**config.mk**
```make
export PLATFORM = sky130hd
export DESIGN_NAME = tbcap_dma
export DESIGN_NICKNAME = d
export VERILOG_FILES = /design/src/rtl/tbcap_pkg.sv /design/src/rtl/tbcap_fifo.sv /design/src/rtl/tbcap_regs.sv /design/src/rtl/tbcap_master.sv /design/src/rtl/tbcap_dma.sv
export SDC_FILE = /design/constraint.sdc
export NUM_CORES = 1
export LEC_CHECK = 0
export BUFFER_PORTS_ARGS = -buffer_cell sky130_fd_sc_hd__buf_4
export CAP_MARGIN = 20
export CORE_MARGIN = 2
export CORE_UTILIZATION = 53
export DETAILED_ROUTE_END_ITERATION = 7
export GPL_ROUTABILITY_DRIVEN = 0
export PLACE_DENSITY = 0.74
export SYNTH_ARGS = -nofsm -noshare
export SYNTH_HDL_FRONTEND = slang
export SYNTH_SLANG_ARGS = --single-unit
```
**constraint.sdc**
```tcl
create_clock -name clk -period 5 [get_ports clk]
set_input_delay 0.75 -clock clk [delete_from_list [all_inputs] [get_ports clk]]
set_output_delay 0.75 -clock clk [all_outputs]
set_load 0.1 [all_outputs]
```
**src/rtl/tbcap_pkg.sv**
```systemverilog
package tbcap_pkg;

    localparam int REG_W   = 32;
    localparam int WADDR_W = REG_W - 2;

    // Register index = byte offset / 4
    localparam logic [2:0] IDX_CTRL   = 3'd0;
    localparam logic [2:0] IDX_START  = 3'd1;
    localparam logic [2:0] IDX_COUNT  = 3'd2;
    localparam logic [2:0] IDX_STATUS = 3'd3;
    localparam logic [2:0] IDX_LIVEA  = 3'd4;
    localparam logic [2:0] IDX_REMAIN = 3'd5;

    typedef enum logic [1:0] {
        SEQ_IDLE,
        SEQ_ADDR,
        SEQ_DATA,
        SEQ_GAP
    } seq_state_e;

    typedef struct packed {
        logic force_req;
        logic circ;
        logic en;
    } ctrl_t;

    function automatic logic [REG_W-1:0] word_to_byte(input logic [WADDR_W-1:0] w);
        return {w, 2'b00};
    endfunction

endpackage

```
**src/rtl/tbcap_fifo.sv**
```systemverilog
module tbcap_fifo #(
    parameter int W     = 32,
    parameter int DEPTH = 8
) (
    input  logic         clk,
    input  logic         rst,
    input  logic         push,
    input  logic [W-1:0] wdata,
    input  logic         pop,
    output logic [W-1:0] rdata,
    output logic         empty,
    output logic         full
);
    localparam int PW = (DEPTH > 1) ? $clog2(DEPTH) : 1;
    localparam int CW = $clog2(DEPTH + 1);

    logic [W-1:0]  store [DEPTH];
    logic [PW-1:0] wr_ptr, rd_ptr;
    logic [CW-1:0] fill;

    assign empty = (fill == '0);
    assign full  = (fill == CW'(DEPTH));
    assign rdata = store[rd_ptr];

    function automatic logic [PW-1:0] bump(input logic [PW-1:0] p);
        return (p == PW'(DEPTH - 1)) ? '0 : p + 1'b1;
    endfunction

    always_ff @(posedge clk) begin
        if (push) store[wr_ptr] <= wdata;
    end

    always_ff @(posedge clk) begin
        if (rst) begin
            wr_ptr <= '0;
            rd_ptr <= '0;
            fill   <= '0;
        end else begin
            if (push) wr_ptr <= bump(wr_ptr);
            if (pop)  rd_ptr <= bump(rd_ptr);
            case ({push, pop})
                2'b10:   fill <= fill + 1'b1;
                2'b01:   fill <= fill - 1'b1;
                default: fill <= fill;
            endcase
        end
    end
endmodule

```
**src/rtl/tbcap_regs.sv**
```systemverilog
module tbcap_regs
    import tbcap_pkg::*;
#(
    parameter int LEN_W  = 17,
    parameter int RADDR_W = 5
) (
    input  logic               clk,
    input  logic               rst,
    input  logic               reg_we,
    input  logic [RADDR_W-1:0] reg_addr,
    input  logic [REG_W-1:0]   reg_wdata,
    output logic [REG_W-1:0]   reg_rdata,
    input  logic               accept,
    input  logic               ovf_event,
    input  logic               active,
    input  logic [WADDR_W-1:0] live_w,
    input  logic [LEN_W-1:0]   remain,
    output ctrl_t              ctrl,
    output logic [WADDR_W-1:0] start_w,
    output logic [LEN_W-1:0]   count_q,
    output logic               start_pulse,
    output logic               ovf_q
);
    logic [2:0]       idx;
    logic             wr_ctrl, wr_start, wr_count, wr_status;
    logic [LEN_W-1:0] cap_cnt;
    logic             last_take;

    assign idx       = reg_addr[4:2];
    assign wr_ctrl   = reg_we && (idx == IDX_CTRL);
    assign wr_start  = reg_we && (idx == IDX_START)  && !active;
    assign wr_count  = reg_we && (idx == IDX_COUNT)  && !active;
    assign wr_status = reg_we && (idx == IDX_STATUS);

    assign start_pulse = wr_ctrl && reg_wdata[0] && !ctrl.en;
    assign last_take   = accept && ctrl.en && !ctrl.circ && (cap_cnt == count_q);

    always_ff @(posedge clk) begin
        if (rst) begin
            ctrl <= '0;
        end else if (wr_ctrl) begin
            ctrl <= ctrl_t'(reg_wdata[2:0]);
        end else if (last_take) begin
            ctrl.en <= 1'b0;
        end
    end

    always_ff @(posedge clk) begin
        if (rst) begin
            cap_cnt <= '0;
        end else if (start_pulse) begin
            cap_cnt <= '0;
        end else if (accept) begin
            cap_cnt <= cap_cnt + 1'b1;
        end
    end

    always_ff @(posedge clk) begin
        if (rst) begin
            start_w <= '0;
            count_q <= '0;
        end else begin
            if (wr_start) start_w <= reg_wdata[REG_W-1:2];
            if (wr_count) count_q <= reg_wdata[LEN_W-1:0];
        end
    end

    always_ff @(posedge clk) begin
        if (rst) begin
            ovf_q <= 1'b0;
        end else if (ovf_event) begin
            ovf_q <= 1'b1;
        end else if (wr_status && reg_wdata[1]) begin
            ovf_q <= 1'b0;
        end
    end

    always_comb begin
        case (idx)
            IDX_CTRL:   reg_rdata = {{(REG_W-3){1'b0}}, ctrl.force_req, ctrl.circ, ctrl.en};
            IDX_START:  reg_rdata = word_to_byte(start_w);
            IDX_COUNT:  reg_rdata = {{(REG_W-LEN_W){1'b0}}, count_q};
            IDX_STATUS: reg_rdata = {{(REG_W-2){1'b0}}, ovf_q, active};
            IDX_LIVEA:  reg_rdata = word_to_byte(live_w);
            IDX_REMAIN: reg_rdata = {{(REG_W-LEN_W){1'b0}}, remain};
            default:    reg_rdata = '0;
        endcase
    end
endmodule

```
**src/rtl/tbcap_master.sv**
```systemverilog
module tbcap_master
    import tbcap_pkg::*;
#(
    parameter int LEN_W  = 17,
    parameter int DATA_W = 32
) (
    input  logic               clk,
    input  logic               rst,
    input  logic               force_req,
    input  logic               circ,
    input  logic               active,
    input  logic               start_pulse,
    input  logic [WADDR_W-1:0] start_w,
    input  logic [LEN_W-1:0]   count_q,
    input  logic               fifo_empty,
    input  logic [DATA_W-1:0]  fifo_data,
    output logic               pop,
    input  logic               m_grant,
    input  logic               m_ready,
    output logic               m_req,
    output logic               m_avalid,
    output logic [REG_W-1:0]   m_addr,
    output logic               m_dvalid,
    output logic [DATA_W-1:0]  m_wdata,
    output logic [WADDR_W-1:0] live_w,
    output logic [LEN_W-1:0]   remain,
    output logic               busy
);
    seq_state_e state, state_nx;

    assign m_avalid = (state == SEQ_ADDR);
    assign m_dvalid = (state == SEQ_DATA);
    assign m_addr   = word_to_byte(live_w);
    assign m_wdata  = fifo_data;
    assign pop      = m_dvalid && m_ready;
    assign busy     = (state != SEQ_IDLE);

    always_comb begin
        case (state)
            SEQ_IDLE: m_req = force_req ? active : !fifo_empty;
            SEQ_GAP:  m_req = force_req && active;
            default:  m_req = 1'b1;
        endcase
    end

    always_comb begin
        state_nx = state;
        case (state)
            SEQ_IDLE: if (m_grant && !fifo_empty) state_nx = SEQ_ADDR;
            SEQ_ADDR: state_nx = SEQ_DATA;
            SEQ_DATA: if (m_ready) state_nx = SEQ_GAP;
            SEQ_GAP:  state_nx = SEQ_IDLE;
            default:  state_nx = SEQ_IDLE;
        endcase
    end

    always_ff @(posedge clk) begin
        if (rst) state <= SEQ_IDLE;
        else     state <= state_nx;
    end

    always_ff @(posedge clk) begin
        if (rst) begin
            live_w <= '0;
            remain <= '0;
        end else if (start_pulse) begin
            live_w <= start_w;
            remain <= count_q;
        end else if (pop) begin
            if (remain != '0) begin
                live_w <= live_w + 1'b1;
                remain <= remain - 1'b1;
            end else if (circ) begin
                live_w <= start_w;
                remain <= count_q;
            end else begin
                live_w <= live_w + 1'b1;
            end
        end
    end
endmodule

```
**src/rtl/tbcap_dma.sv**
```systemverilog
module tbcap_dma
    import tbcap_pkg::*;
#(
    parameter int LEN_W      = 17,
    parameter int FIFO_DEPTH = 8
) (
    input  logic        clk,
    input  logic        rst,
    input  logic        reg_we,
    input  logic [4:0]  reg_addr,
    input  logic [31:0] reg_wdata,
    output logic [31:0] reg_rdata,
    input  logic        cap_valid,
    input  logic [31:0] cap_data,
    output logic        m_req,
    input  logic        m_grant,
    output logic        m_avalid,
    output logic [31:0] m_addr,
    output logic        m_dvalid,
    output logic [31:0] m_wdata,
    input  logic        m_ready
);
    ctrl_t              ctrl;
    logic [WADDR_W-1:0] start_w, live_w;
    logic [LEN_W-1:0]   count_q, remain;
    logic               start_pulse, ovf_q;
    logic               fifo_empty, fifo_full, pop, busy;
    logic [REG_W-1:0]   fifo_data;
    logic               accept, ovf_event, active;

    assign accept    = cap_valid && ctrl.en && !fifo_full;
    assign ovf_event = cap_valid && ctrl.en && fifo_full;
    assign active    = ctrl.en || !fifo_empty || busy;

    tbcap_regs #(.LEN_W(LEN_W), .RADDR_W(5)) u_regs (
        .clk(clk), .rst(rst),
        .reg_we(reg_we), .reg_addr(reg_addr), .reg_wdata(reg_wdata),
        .reg_rdata(reg_rdata),
        .accept(accept), .ovf_event(ovf_event), .active(active),
        .live_w(live_w), .remain(remain),
        .ctrl(ctrl), .start_w(start_w), .count_q(count_q),
        .start_pulse(start_pulse), .ovf_q(ovf_q)
    );

    tbcap_fifo #(.W(REG_W), .DEPTH(FIFO_DEPTH)) u_fifo (
        .clk(clk), .rst(rst),
        .push(accept), .wdata(cap_data),
        .pop(pop), .rdata(fifo_data),
        .empty(fifo_empty), .full(fifo_full)
    );

    tbcap_master #(.LEN_W(LEN_W), .DATA_W(REG_W)) u_master (
        .clk(clk), .rst(rst),
        .force_req(ctrl.force_req), .circ(ctrl.circ), .active(active),
        .start_pulse(start_pulse), .start_w(start_w), .count_q(count_q),
        .fifo_empty(fifo_empty), .fifo_data(fifo_data), .pop(pop),
        .m_grant(m_grant), .m_ready(m_ready), .m_req(m_req),
        .m_avalid(m_avalid), .m_addr(m_addr), .m_dvalid(m_dvalid),
        .m_wdata(m_wdata), .live_w(live_w), .remain(remain), .busy(busy)
    );
endmodule

```
==> results of run 1 <==
## cell usage in the layout (no fill, tap or decap), types with 11 or more instances in the layout
master	synthesis	layout
a22oi_1	38	38
buf_4	2	197
edfxtp_1	256	256
dfxtp_1	130	128
inv_1	18	18
xor2_1	26	26
mux2_2	40	40
a21oi_1	91	90
nand2_1	137	137
o21ai_0	48	48
and3_1	13	13
nor4_1	27	24
a22o_1	15	15
a31oi_1	14	13
nand4_1	16	16
clkbuf_16	0	41
mux2i_1	23	23
nor3_1	28	25
nor2_1	76	75
mux4_2	64	64
nand3_1	27	27
ha_1	16	16
and2_1	11	11
## cell families after synthesis
| family | after synthesis | synth area share [%] |
|---|---|---|
| compound gates | 247 | 9.182 |
| xor+xnor | 33 | 1.729 |
| fa+ha+maj | 16 | 1.197 |
| buf+inv | 103 | 2.454 |
| flops | 386 | 61.54 |
| mux | 128 | 12.76 |
| other cells | 1 | 0.02243 |
| simple gates | 380 | 11.11 |
## final timing paths
path                            depth (start not counted)            endpoint          startpoint
worst min-delay path                                    1  u_fifo.store[4][8]         cap_data[8]
worst max register to register                         10      u_fifo.fill[2]      u_fifo.fill[0]
worst max-delay path                                    4          m_wdata[2]            register
worst min register to register                          2  u_regs.start_w[18]  u_regs.start_w[18]
## final cells by class
cell class	instances	area share, %
flip-flops and latches	386	52.10
multi-input cells	806	30.99
repair buffers	197	7.485
clock buffers	53	5.572
well taps	402	2.546
clock inverters	22	0.9435
inverters	19	0.3609
## metrics by stage
stage | std cells | utilization, % | worst slack [ns]
3_3_place_gp | 1810 | 58.99 | 1.628
4_1_cts | 1885 | 63.10 | 1.274
3_5_place_dp | 1810 | 58.99 | 1.606
5_1_grt | 1885 | 63.10 | 1.156
2_1_floorplan | 1295 | - | 0.7019
6_report | 1885 | 63.10 | 1.346
## state kept, by name, summed over array words and instances, names as in the netlist, named ones only
| name | cells |
|---|---|
| u_regs.start_w | 30 |
| u_regs.ctrl | 3 |
| u_regs.ovf_q | 1 |
| u_regs.count_q | 17 |
| u_fifo.store | 256 |
| u_fifo.wr_ptr | 3 |
| u_master.remain | 17 |
| u_fifo.rd_ptr | 3 |
| u_master.state | 2 |
| u_regs.cap_cnt | 17 |
| u_fifo.fill | 4 |
| u_master.live_w | 30 |
## power breakdown
part | internal (mW) | switching [mW] | leakage, nW | total [mW]
Sequential | 3.42 | 0.0455 | 3.35 | 3.47
Combinational | 0.189 | 0.412 | 2.80 | 0.602
Clock | 1.71 | 1.19 | 0.635 | 2.90
Total | 5.32 | 1.65 | 6.79 | 6.97
## worst register-to-register path: stages (launching register included)
cell and delay (ns):
dfxtp_1 0.38, nor4b_1 0.55, nor2_1 0.13, inv_1 0.48, ha_1 0.38, xor2_1 0.18
ha_1 0.16, a21oi_1 0.05, xor2_1 0.16, or3_1 0.31, a21oi_1 0.14
## metal layers
layer / routed length, um / part of all wire [%] / vias up / track usage, %
li1: - / - / 5243 / -
met2: 20190 / 51 / 436 / 41.98
met4: 1011 / 2.5 / 0 / 7.350
met3: 2677 / 6.7 / 68 / 3.931
met1: 15830 / 40 / 5596 / 30.23
met5: 0 / 0 / - / 0
==> metrics.cfg, run 1 <==
[outcome]
outcome = complete, no violations

[logic_synthesis]
synth_top_area_share_pct = 45.98
yosysWarnings = 0
syn-cell-area_sq_mm = 0.01672
ys.flop_type = edfxtp_1
synthCells = 1294
avgSynthCellArea_sq_um = 12.92
synth.most_common_cell = edfxtp_1
synthTopCellsByCount = edfxtp_1, nand2_1, dfxtp_1, a21oi_1, nor2_1
synth.area.top_cells = edfxtp_1, dfxtp_1, mux4_2, nand2_1, a21oi_1
synth_cell_types = 65
async_reset_ff_share_pct = 0
synth.yosys.seq_area_share_pct = 61.54
synth_edf_count = 256
post-synth-top-area-cell = edfxtp_1
ys_seq_elements = 386

[flow_run]
max-cap-violations = 0

[grt]
overflow = 0
track_usage_pct = 23.79
grt_max_degree = 67
antenna_found_initial = 1
grt_pass1_vias = 11046
grt_pass1_wl_um = 61640

[critical_path]
crit_chain = buf_4 > mux4_2 > mux2_2 > buf_4
crit_required_ns = 4.25
critPathMaxStageDelay_ns = 0.83
start_kind = register
crit_slowest_cell = dfxtp_4
crit_top_cell = buf_4
path_delay_family = multiplexers
worstSetupEndpointType = output port
worst-r2r-setup-slack_ns = 2.02
crit_fanout = 37
cp.buffers_inverters = 2
crit_type = reg -> out
crit_arrival_ns = 2.90

[clock_tree]
cts_buffers = 41
ctsResizeCount = 0
post_cts_buffers = 0
clock_path_buffers = 3
cts_sinks = 386
cts_hold_buf = 0
htree_levels = 2
tritoncts = yes
insertion_delay_ns = 0.53
clock-root-buffer = clkbuf_16
clk_pin_slew_ns = 0.06

[floorplan]
fp.dieH_um = 181.6
design.die.area_sq_mm = 0.03298
io_pins = 174
start_util_pct = 53.40
die_w_um = 181.6
rows = 65
core_area_sq_mm = 0.03131

[place]
placed_area_sq_mm = 0.01847
dp_hpwl_um = 24510
io_buffers = 169

[timing]
clock_skew_ns = 0.01595
rsz0062_at_grt = false
relSlewSlack_pct = 32.76
slew_viol_final = 0
hold_viol_final = 0
setup_tns_ns = 0
setup_viol = 0
finalCritPeriodShare_pct = 73.09
fin_hold_ws_ns = 0.4540
min_period_ns = 3.654
timing.fmax_mhz = 273.6
worstMarginPinSlew_ns = 1.009

[finish]
diodes = 0
final_design_area_no_fill_sq_mm = 0.01976
layout.area.seq_sq_mm = 0.01029
drive_gt1_share_pct = 25.96
fill_cells = 2344
multi_input_area_sq_mm = 0.006123
area_growth_pct = 18.18
final_nets = 1542

[drt]
avgViaCountPerCell = 6.018
wl_per_cell_um = 21.07
drtIter0Drc = 998
dr.pass1.iters = 6
drc = 0
drt_wl_total_um = 39710
vias = 11343
ant_nets = 0

[pwr]
powerDensity_mw_per_mm2 = 352.8
p_leak_nw = 6.788
vdd_drop_max_mv = 0.2307
total_power_mw = 6.971

[worst_hold_path]
hp-class = in -> reg

(Power assumes the default switching activity.)
==> run 2: changes to the inputs <==
- ABC_AREA: not set -> 1
- CORE_UTILIZATION: 53 -> 59
- PLACE_DENSITY: 0.74 -> 0.78
- clock period: 5 -> 3.6 ns (I/O delays scaled with it)
==> metrics.cfg, run 2 <==
[clock_tree]
insertion_delay_ns = 0.52
ctsResizeCount = 0
clk_pin_slew_ns = 0.06
cts_buffers = 40
tritoncts = yes
clock-root-buffer = clkbuf_16
htree_levels = 2
cts_hold_buf = 0
clock_path_buffers = 3
post_cts_buffers = 0
cts_sinks = 386

[pwr]
powerDensity_mw_per_mm2 = 707.0
vdd_drop_max_mv = 0.7224
p_leak_nw = 7.616

[logic_synthesis]
synthCells = 1966
synth_top_area_share_pct = 43.58
avgSynthCellArea_sq_um = 8.973
async_reset_ff_share_pct = 0
yosysWarnings = 0
synth.most_common_cell = nor2_1
ys.flop_type = edfxtp_1
syn-cell-area_sq_mm = 0.01764
ys_seq_elements = 386
synth_cell_types = 41
synth.yosys.seq_area_share_pct = 58.33
synthTopCellsByCount = nor2_1, nand2_1, o21ai_0, edfxtp_1, inv_1
post-synth-top-area-cell = edfxtp_1
synth.area.top_cells = edfxtp_1, dfxtp_1, o21ai_0, nor2_1, nand2_1
synth_edf_count = 256

[grt]
track_usage_pct = 28.32
overflow = 0
grt_pass1_vias = 13793
grt_max_degree = 79
grt_pass1_wl_um = 70190
antenna_found_initial = 0

[worst_hold_path]
min_to = u_fifo.store[2][7]
hp-class = in -> reg
whs_path_depth = 1
min_from = cap_data[7]

[drt]
met3_length_um = 3775
dr.pass1.iters = 8
wl_met1_um = 18340
ant_nets = 0
vias = 14690
drtIter0Drc = 1386
drt_wl_total_um = 44690
dr.max_layer_used = met4
wl_per_cell_um = 17.72
drc = 5
avgViaCountPerCell = 5.825
wl_met2_um = 21550

[timing]
relSlewSlack_pct = 27.95
fin_hold_ws_ns = 0.2436
clock_skew_ns = 0.01431
hold_viol_final = 0
finalCritPeriodShare_pct = 88.14
timing.fmax_mhz = 315.1
rsz0062_at_grt = false
min_period_ns = 3.173
worstMarginPinSlew_ns = 1.080
slew_viol_final = 0
setup_tns_ns = 0
setup_viol = 0

[floorplan]
fp.dieH_um = 176.9
start_util_pct = 59.68
io_pins = 174
core_area_sq_mm = 0.02956
design.die.area_sq_mm = 0.03130
rows = 63
die_w_um = 176.9

[critical_path]
worstSetupEndpointType = output port
worst-r2r-setup-slack_ns = 0.63
crit_required_ns = 3.06
r2r.worst_path.cells = 10
crit_type = reg -> out
reg2reg_to = u_master.live_w[4]
start_kind = register
rr_startpoint = u_master.state[0]
crit_arrival_ns = 2.63
crit_fanout = 78

[finish]
fill_cells = 2266
largest_register_ffs = 256
diodes = 0
reg_top3 = u_fifo.store: 256 flops, u_master.live_w: 30 flops, u_regs.start_w: 30 flops
area_growth_pct = 16.21
multi_input_area_sq_mm = 0.006337
final_nets = 2194
final_cell_mix = nor2_1, nand2_1, o21ai_0
regMostFlops = u_fifo.store
drive_gt1_share_pct = 13.74
layout.area.seq_sq_mm = 0.01029
final_common_cell = nor2_1

[flow_run]
max-cap-violations = 0

[outcome]
violations = design-rule violations
outcome = finished with violations

[place]
io_buffers = 169
dp_hpwl_um = 28240

run 2: changes by cell type after synthesis, sizes merged, moves of 38 or more:
cell   delta
mux2     -41
o21ai   +230
o22ai    +52
a22oi    -38
inv     +143
a21oi    +44
nand2   +141
nand3    +54
mux4     -64
nor2    +294
run 2: worst max-delay path, stage by stage, from the launching register on:
cell and delay [ns]:
dfxtp_4 0.49, inv_2 0.28, buf_12 0.31, o21ai_0 0.14, o22ai_1 0.15, nor2_1 0.09, a31oi_1 0.25, buf_4 0.34
run 2: logic make-up after synthesis:
family                     after synthesis  synth area share, %
other                                    1              0.02126
xor gates and xnor gates                26                1.291
buffers and inverters                  265                6.107
AOI/OAI and AO/OA                      509                15.27
and+or+nand+nor                        763                17.85
adders and majority gates               16                1.135
DFF                                    386                58.33
run 2: area by class of cell:
cell class | count | share of cell area, %
multi-input combinational | 1316 | 30.91
inverter | 162 | 2.966
clock buffer | 48 | 5.176
clock inverter | 23 | 0.9460
sequential | 386 | 50.22
tap | 390 | 2.380
timing repair buffer | 197 | 7.397
run 2: power breakdown:
| part | leakage (nW) | internal [mW] | total [mW] | switching (mW) |
|---|---|---|---|---|
| registers | 3.35 | 4.89 | 5.15 | 0.254 |
| logic | 3.64 | 1.39 | 5.39 | 4.00 |
| clock network | 0.624 | 2.31 | 3.96 | 1.64 |
run 2: metrics by stage:
step / power [mW] / util [%] / instance area, sq um / worst slack [ns] / instances
final: 14.49 / 69.35 / 20500 / 0.4268 / 2522
after global placement: 10.38 / 65.10 / 19240 / 0.6700 / 2451
after CTS: 14.42 / 69.35 / 20500 / 0.4262 / 2522
after detailed placement: 10.51 / 65.10 / 19240 / 0.6362 / 2451
after floorplan: 9.397 / - / 17640 / -0.2564 / 1967
after global routing: 15.19 / 69.35 / 20500 / 0.2635 / 2522
run 2: routing by layer:
metal  track usage (%)  up-vias
li1                  -     6984
met1             37.26     6891
met4             8.506        0
met3             4.489      103
met5                 0        -
met2             48.54      712
run 2: worst max-delay path by stage:
stage,slack [ns],from,cells past startpoint,end
after CTS,0.43,register,7,m_wdata[10]
after global placement,0.67,reg_addr[4],10,u_master.live_w[4]
after floorplan,-0.26,reg_addr[4],5,reg_rdata[10]
after detailed placement,0.64,reg_addr[4],10,u_master.live_w[4]
after global routing,0.26,register,7,m_wdata[18]
final,0.43,register,7,m_wdata[18]
